$ cat config.mk
export PLATFORM = sky130hd
export DESIGN_NAME = dbg_runctl
export DESIGN_NICKNAME = d
export VERILOG_FILES = /design/src/rtl/dbg_runctl_pkg.sv /design/src/rtl/dbg_run_fsm.sv /design/src/rtl/dbg_sticky_bank.sv /design/src/rtl/dbg_runctl.sv
export SDC_FILE = /design/constraint.sdc
export NUM_CORES = 1
export LEC_CHECK = 0
export ABC_AREA = 1
export BUFFER_PORTS_ARGS = -buffer_cell sky130_fd_sc_hd__buf_2
export CAP_MARGIN = 5
export CORE_AREA = 2 2 67 69
export DETAILED_ROUTE_END_ITERATION = 10
export DIE_AREA = 0 0 69 71
export PLACE_DENSITY = 0.68
export SYNTH_ARGS = -nofsm -noshare
export SYNTH_HDL_FRONTEND = slang
export SYNTH_SLANG_ARGS = --single-unit
$ cat constraint.sdc
create_clock -name clk -period 2.9 [get_ports clk]
set_input_delay 0.725 -clock clk [delete_from_list [all_inputs] [get_ports clk]]
set_output_delay 0.725 -clock clk [all_outputs]
set_load 0.1 [all_outputs]
$ cat src/rtl/dbg_runctl_pkg.sv
package dbg_runctl_pkg;

  localparam int WORD_W = 32;
  localparam int CAUSE_W = 4;

  // status word field positions (decoded by the debugger)
  localparam int ST_HALTED   = 0;
  localparam int ST_RESTART  = 1;
  localparam int ST_CAUSE_LO = 2;
  localparam int ST_SYNC_AB  = 6;
  localparam int ST_ASYNC_AB = 7;
  localparam int ST_UNDEF    = 8;
  localparam int ST_ACK_FRC  = 10;
  localparam int ST_IRQ_MASK = 11;
  localparam int ST_XFER_EN  = 13;
  localparam int ST_HALT_EN  = 14;
  localparam int ST_MON_EN   = 15;
  localparam int ST_DISCARD  = 19;
  localparam int ST_PIPEADV  = 25;

  // command word bit positions
  localparam int CMD_HALT     = 0;
  localparam int CMD_RESTART  = 1;
  localparam int CMD_CLR_EXC  = 2;
  localparam int CMD_CLR_PIPE = 3;

  localparam logic [CAUSE_W-1:0] CAUSE_DBG_REQ = 4'b0000;

  // sticky flag slots inside the flag bank
  localparam int FL_PIPE  = 0;
  localparam int FL_UNDEF = 1;
  localparam int FL_ASYNC = 2;
  localparam int FL_SYNC  = 3;
  localparam int NFLAG    = 4;

  localparam logic [WORD_W-1:0] RW_MASK =
      (WORD_W'(1) << ST_ACK_FRC) | (WORD_W'(1) << ST_IRQ_MASK) |
      (WORD_W'(1) << ST_XFER_EN) | (WORD_W'(1) << ST_HALT_EN)  |
      (WORD_W'(1) << ST_MON_EN)  | (WORD_W'(1) << ST_DISCARD);

  // merge a status write into the writable control bits
  function automatic logic [WORD_W-1:0] merge_ctrl(
      input logic [WORD_W-1:0] old_v, input logic [WORD_W-1:0] wr_v);
    return (old_v & ~RW_MASK) | (wr_v & RW_MASK);
  endfunction

  // assemble the status word from its sources
  function automatic logic [WORD_W-1:0] build_status(
      input logic [WORD_W-1:0] ctrl, input logic [NFLAG-1:0] fl,
      input logic [CAUSE_W-1:0] cause, input logic rst_done, input logic hlt);
    logic [WORD_W-1:0] s;
    s = ctrl & RW_MASK;
    s[ST_PIPEADV] = fl[FL_PIPE];
    s[ST_UNDEF]   = fl[FL_UNDEF];
    s[ST_ASYNC_AB] = fl[FL_ASYNC];
    s[ST_SYNC_AB] = fl[FL_SYNC];
    s[ST_CAUSE_LO +: CAUSE_W] = cause;
    s[ST_RESTART] = rst_done;
    s[ST_HALTED]  = hlt;
    return s;
  endfunction

endpackage

$ cat src/rtl/dbg_run_fsm.sv
module dbg_run_fsm
  import dbg_runctl_pkg::*;
(
  input  logic               clk,
  input  logic               rst_n,
  input  logic               halt_en,
  input  logic               cmd_halt,
  input  logic               cmd_restart,
  input  logic               core_halt_evt,
  input  logic [CAUSE_W-1:0] core_halt_cause,
  input  logic               core_restart_done,
  output logic               halted_q,
  output logic               restarted_q,
  output logic               restart_pend_q,
  output logic [CAUSE_W-1:0] cause_q
);

  logic enter_dbg;
  logic start_restart;
  logic finish_restart;
  logic [CAUSE_W-1:0] entry_cause;

  assign enter_dbg      = !halted_q && (core_halt_evt || (cmd_halt && halt_en));
  assign entry_cause    = core_halt_evt ? core_halt_cause : CAUSE_DBG_REQ;
  assign start_restart  = halted_q && !restart_pend_q && cmd_restart && !cmd_halt;
  assign finish_restart = restart_pend_q && core_restart_done;

  always_ff @(posedge clk) begin
    if (!rst_n) begin
      halted_q       <= 1'b0;
      restarted_q    <= 1'b1;
      restart_pend_q <= 1'b0;
      cause_q        <= CAUSE_DBG_REQ;
    end else begin
      if (enter_dbg) begin
        halted_q <= 1'b1;
        cause_q  <= entry_cause;
      end else if (finish_restart) begin
        halted_q <= 1'b0;
      end
      if (start_restart) begin
        restarted_q    <= 1'b0;
        restart_pend_q <= 1'b1;
      end else if (finish_restart) begin
        restarted_q    <= 1'b1;
        restart_pend_q <= 1'b0;
      end
    end
  end

  AST_CAUSE_HOLD: assert property (@(posedge clk) disable iff (!rst_n)
    (halted_q && $past(halted_q)) |-> $stable(cause_q));
  AST_RESTART_NEEDS_HALT: assert property (@(posedge clk) disable iff (!rst_n)
    $fell(restarted_q) |-> halted_q);
  AST_EXIT_ON_DONE: assert property (@(posedge clk) disable iff (!rst_n)
    $fell(halted_q) |-> $past(core_restart_done));
  AST_REQ_ONLY_HALTED: assert property (@(posedge clk) disable iff (!rst_n)
    restart_pend_q |-> halted_q);

endmodule

$ cat src/rtl/dbg_sticky_bank.sv
module dbg_sticky_bank #(
  parameter int N = 4
) (
  input  logic         clk,
  input  logic         rst_n,
  input  logic [N-1:0] set_i,
  input  logic [N-1:0] clr_i,
  output logic [N-1:0] flag_q
);

  for (genvar i = 0; i < N; i++) begin : g_flag
    always_ff @(posedge clk) begin
      if (!rst_n)        flag_q[i] <= 1'b0;
      else if (set_i[i]) flag_q[i] <= 1'b1;
      else if (clr_i[i]) flag_q[i] <= 1'b0;
    end

    AST_SET_WINS: assert property (@(posedge clk) disable iff (!rst_n)
      $past(set_i[i]) |-> flag_q[i]);
    AST_FALL_ON_CLEAR: assert property (@(posedge clk) disable iff (!rst_n)
      $fell(flag_q[i]) |-> $past(clr_i[i]));
  end

endmodule

$ cat src/rtl/dbg_runctl.sv
module dbg_runctl
  import dbg_runctl_pkg::*;
#(
  parameter int IDX_W      = 8,
  parameter int STATUS_IDX = 34,
  parameter int RUNCTL_IDX = 36
) (
  input  logic              clk,
  input  logic              rst_n,
  input  logic              reg_wr,
  input  logic [IDX_W-1:0]  reg_idx,
  input  logic [WORD_W-1:0] reg_wdata,
  output logic [WORD_W-1:0] reg_rdata,
  input  logic              core_halt_evt,
  input  logic [CAUSE_W-1:0] core_halt_cause,
  input  logic              core_restart_done,
  input  logic              core_retire,
  input  logic              core_undef_evt,
  input  logic              core_async_abort_evt,
  input  logic              core_sync_abort_evt,
  output logic              halted,
  output logic              restart_req,
  output logic              dbg_ack,
  output logic              irq_mask
);

  localparam logic [IDX_W-1:0] ST_SEL = IDX_W'(STATUS_IDX);
  localparam logic [IDX_W-1:0] RC_SEL = IDX_W'(RUNCTL_IDX);

  logic              wr_status;
  logic              wr_cmd;
  logic [WORD_W-1:0] ctrl_q;
  logic [NFLAG-1:0]  fl_set;
  logic [NFLAG-1:0]  fl_clr;
  logic [NFLAG-1:0]  fl_q;
  logic              restarted_q;
  logic [CAUSE_W-1:0] cause_q;
  logic [WORD_W-1:0] status_word;

  assign wr_status = reg_wr && (reg_idx == ST_SEL);
  assign wr_cmd    = reg_wr && (reg_idx == RC_SEL);

  always_ff @(posedge clk) begin
    if (!rst_n)         ctrl_q <= '0;
    else if (wr_status) ctrl_q <= merge_ctrl(ctrl_q, reg_wdata);
  end

  dbg_run_fsm u_fsm (
    .clk              (clk),
    .rst_n            (rst_n),
    .halt_en          (ctrl_q[ST_HALT_EN]),
    .cmd_halt         (wr_cmd && reg_wdata[CMD_HALT]),
    .cmd_restart      (wr_cmd && reg_wdata[CMD_RESTART]),
    .core_halt_evt    (core_halt_evt),
    .core_halt_cause  (core_halt_cause),
    .core_restart_done(core_restart_done),
    .halted_q         (halted),
    .restarted_q      (restarted_q),
    .restart_pend_q   (restart_req),
    .cause_q          (cause_q)
  );

  always_comb begin
    fl_set = '0;
    fl_set[FL_PIPE]  = core_retire;
    fl_set[FL_UNDEF] = halted && core_undef_evt;
    fl_set[FL_ASYNC] = halted && core_async_abort_evt && ctrl_q[ST_DISCARD];
    fl_set[FL_SYNC]  = halted && core_sync_abort_evt;
    fl_clr = '0;
    fl_clr[FL_PIPE]  = wr_cmd && reg_wdata[CMD_CLR_PIPE];
    fl_clr[FL_UNDEF] = wr_cmd && reg_wdata[CMD_CLR_EXC];
    fl_clr[FL_ASYNC] = wr_cmd && reg_wdata[CMD_CLR_EXC];
    fl_clr[FL_SYNC]  = wr_cmd && reg_wdata[CMD_CLR_EXC];
  end

  dbg_sticky_bank #(.N(NFLAG)) u_flags (
    .clk   (clk),
    .rst_n (rst_n),
    .set_i (fl_set),
    .clr_i (fl_clr),
    .flag_q(fl_q)
  );

  assign status_word = build_status(ctrl_q, fl_q, cause_q, restarted_q, halted);
  assign reg_rdata   = (reg_idx == ST_SEL) ? status_word : '0;
  assign dbg_ack     = ctrl_q[ST_ACK_FRC] | halted;
  assign irq_mask    = ctrl_q[ST_IRQ_MASK];

  AST_CMD_READS_ZERO: assert property (@(posedge clk) disable iff (!rst_n)
    (reg_idx == RC_SEL) |-> (reg_rdata == '0));
  AST_ASYNC_NEEDS_DISCARD: assert property (@(posedge clk) disable iff (!rst_n)
    $rose(fl_q[FL_ASYNC]) |-> $past(ctrl_q[ST_DISCARD]));
  AST_EXC_ONLY_HALTED: assert property (@(posedge clk) disable iff (!rst_n)
    $rose(fl_q[FL_UNDEF]) |-> $past(halted));
  AST_HALT_NEEDS_SOURCE: assert property (@(posedge clk) disable iff (!rst_n)
    $rose(halted) |-> ($past(core_halt_evt) || $past(ctrl_q[ST_HALT_EN])));

endmodule

==> run summary <==
gr ovfl total: 0
footprint of the multi-input gates: 486.7 um^2
post-synth top area share: 33.50%
WL per Instance: 9.655 um
DRC Markers: 0
# IOs: 89
initial antenna violation count: 0
DR vias: 993
outcome: complete, no violations
H-tree Lvls: 1
clk_skew: 4.474 ps
Core Util, Final: 36.73%
synth top area cells: dfxtp_1 (33%), buf_4 (12%), nor2_1 (11%)
fillers: 462
Power Density: 382.0 nW/um^2
post-synthesis sequential area ratio: 33.50%
crit path max fanout: 16
fin crit share: 87.12%
Area after DPL: 1499 um^2
post-synth top area cell: dfxtp_1
Clock Sink Count: 17
Die ar.: 4899 um^2
maximum capacitance violations: 0
most instantiated library cell after synthesis: nor2_1
hold buffers post-CTS: 0
Detailed Route WL: 2.491 mm
Die Wd: 69 um
clk_lat worst skew: 250 ps
EDFF count, synth: 0
maximum root-to-sink buffer count: 2
Main synth FF type: dfxtp_1
ant diodes: 0
type of element capturing the critical path: primary output
CTS tree: done
slowest stage delay, CP: 210 ps
Yosys cell types: 20
post-CTS setup buffer count: 0
PnR worst setup slack: 373.6 ps
P_leak: 0.7783 nW
CP bufs+invs: 4
Detail Route Antenna Nets: 0
Area Growth Syn to Fin: 51.97%
first-pass GRT wire length: 3.995 mm
core footprint: 4204 um^2
PortBufs: 50
FF+latch area: 340.3 um^2
Critical Path Slowest Stage Cell: nor2_1
Yosys reg bits: 17
most frequent cells after synthesis: nor2_1 (31), nand2_1 (28), inv_1 (27), dfxtp_1 (17), buf_4 (16)
GP Congestion: 0.7116
synthesized cell area: 1016 um^2
Starting Density: 24.17%
Resized Gates After CTS: 0
Worst IR Drop VDD: 0.0001726 V
largest net degree at the start of global routing: 17
Core Rows: 24
CP arrival: 1800 ps
via/cell ratio: 3.849
Mean Syn Cell Area: 6.555 um^2
Synth Instances: 155
flop-to-flop setup slack: 1700 ps
DR iter-0 viols: 19
RSZ-0062 raised after global routing: no
CTS root buf: clkbuf_8
nets@finish: 260
first drt pass iteration count: 4
Tmin final: 2526 ps
HPWL after DPL: 2.017 mm
critical path cell sequence: buf_2, inv_2, nand2_2, nor2_8, nand3_2, buf_4, nor2_1, buf_12
Final Max Slew Viols: 0
Placement Setup Slack: 358.8 ps
Final Hold Fails: 0
ys async rst share: 0%
Hold/Removal Path Class: reg2reg
vias in the first global route: 949
CTS Buf Count: 3
GR Util All Layers: 9.884%
Fmax: 395.8 MHz
critical path type: in2out
post-route design area: 1544 um^2
Die Height: 71 um
fraction of layout cells with a size suffix above 1: 32.04%
CP Launch Type: input pin
Setup violations, final: 0
Worst Path Required: 2170 ps
Ys Warns: 0
Worst-path clk slew: 60 ps
Final Total Pwr: 589.8 uW
CP top delay family: buffers and inverters
-- final timing paths --
path                     start                end  cells past startpoint
max                 reg_idx[4]       reg_rdata[5]                      8
min          u_flags.flag_q[2]  u_flags.flag_q[2]                      2
max reg2reg     u_fsm.halted_q   u_fsm.cause_q[0]                      6
min reg2reg  u_flags.flag_q[2]  u_flags.flag_q[2]                      2
-- stage by stage --
| stage | hold WS (ps) | setup TNS, ps | std cells |
|---|---|---|---|
| 6_report | 466.3 | 0 | 258 |
| 5_1_grt | 488.4 | 0 | 258 |
| 4_1_cts | 465.8 | 0 | 258 |
| 3_5_place_dp | 455.1 | 0 | 254 |
| 3_3_place_gp | 450.8 | 0 | 254 |
| 2_1_floorplan | 440.9 | -4501 | 170 |
-- routing by layer --
metal / GRT usage, % / part of all wire [%]
met5: 0 / 0
met4: 2.614 / 0
met3: 2.707 / 7.7
met2: 17.74 / 50
met1: 11.62 / 42
-- kinds of logic after synthesis --
| kind of cell | count (synthesis) | share of synthesized area (%) |
|---|---|---|
| compound gates | 11 | 6.157 |
| buf+inv | 48 | 24.63 |
| flops | 17 | 33.50 |
| other cells | 1 | 0.3691 |
| simple gates | 78 | 35.34 |
-- area by class of cell --
| cell class | count | share of cell area (%) |
|---|---|---|
| clock buffer | 4 | 2.917 |
| inverter | 29 | 7.050 |
| multi-input combinational | 105 | 31.52 |
| sequential | 17 | 22.04 |
| tap | 52 | 4.214 |
| timing repair buffer | 51 | 32.25 |
-- worst register-to-register path, cell delays in order (launching register included) --
cell and delay, ps:
dfxtp_1 360, inv_1 170, nand2_1 80, nor2_1 90, nand3_1 190, nand3_1 130
a21oi_1 70
-- registers in the layout (all words and copies together) (netlist names) --
signal and cells:
u_fsm.restarted_q 1, ctrl_q 6, u_fsm.cause_q 4, u_fsm.restart_pend_q 1, u_fsm.halted_q 1, u_flags.flag_q 4
-- cells in the final DEF, fill, tap and decap left out, drive strengths merged --
cell | netlist | final
dfxtp | 17 | 17
o211ai | 1 | 1
nand2 | 30 | 30
conb | 1 | 16
buf | 19 | 51
clkbuf | 0 | 4
nor2 | 34 | 34
a21oi | 9 | 9
nand4 | 1 | 1
nand3 | 12 | 12
clkinv | 1 | 1
or2 | 1 | 1
o21ai | 1 | 1
inv | 28 | 28
-- power breakdown --
part / total [mW] / internal [mW] / switching [mW]
clock: 0.177 / 0.0974 / 0.0800
sequential: 0.246 / 0.241 / 0.00465
combinational: 0.167 / 0.0271 / 0.140
Power figures use the tool's default switching activity.
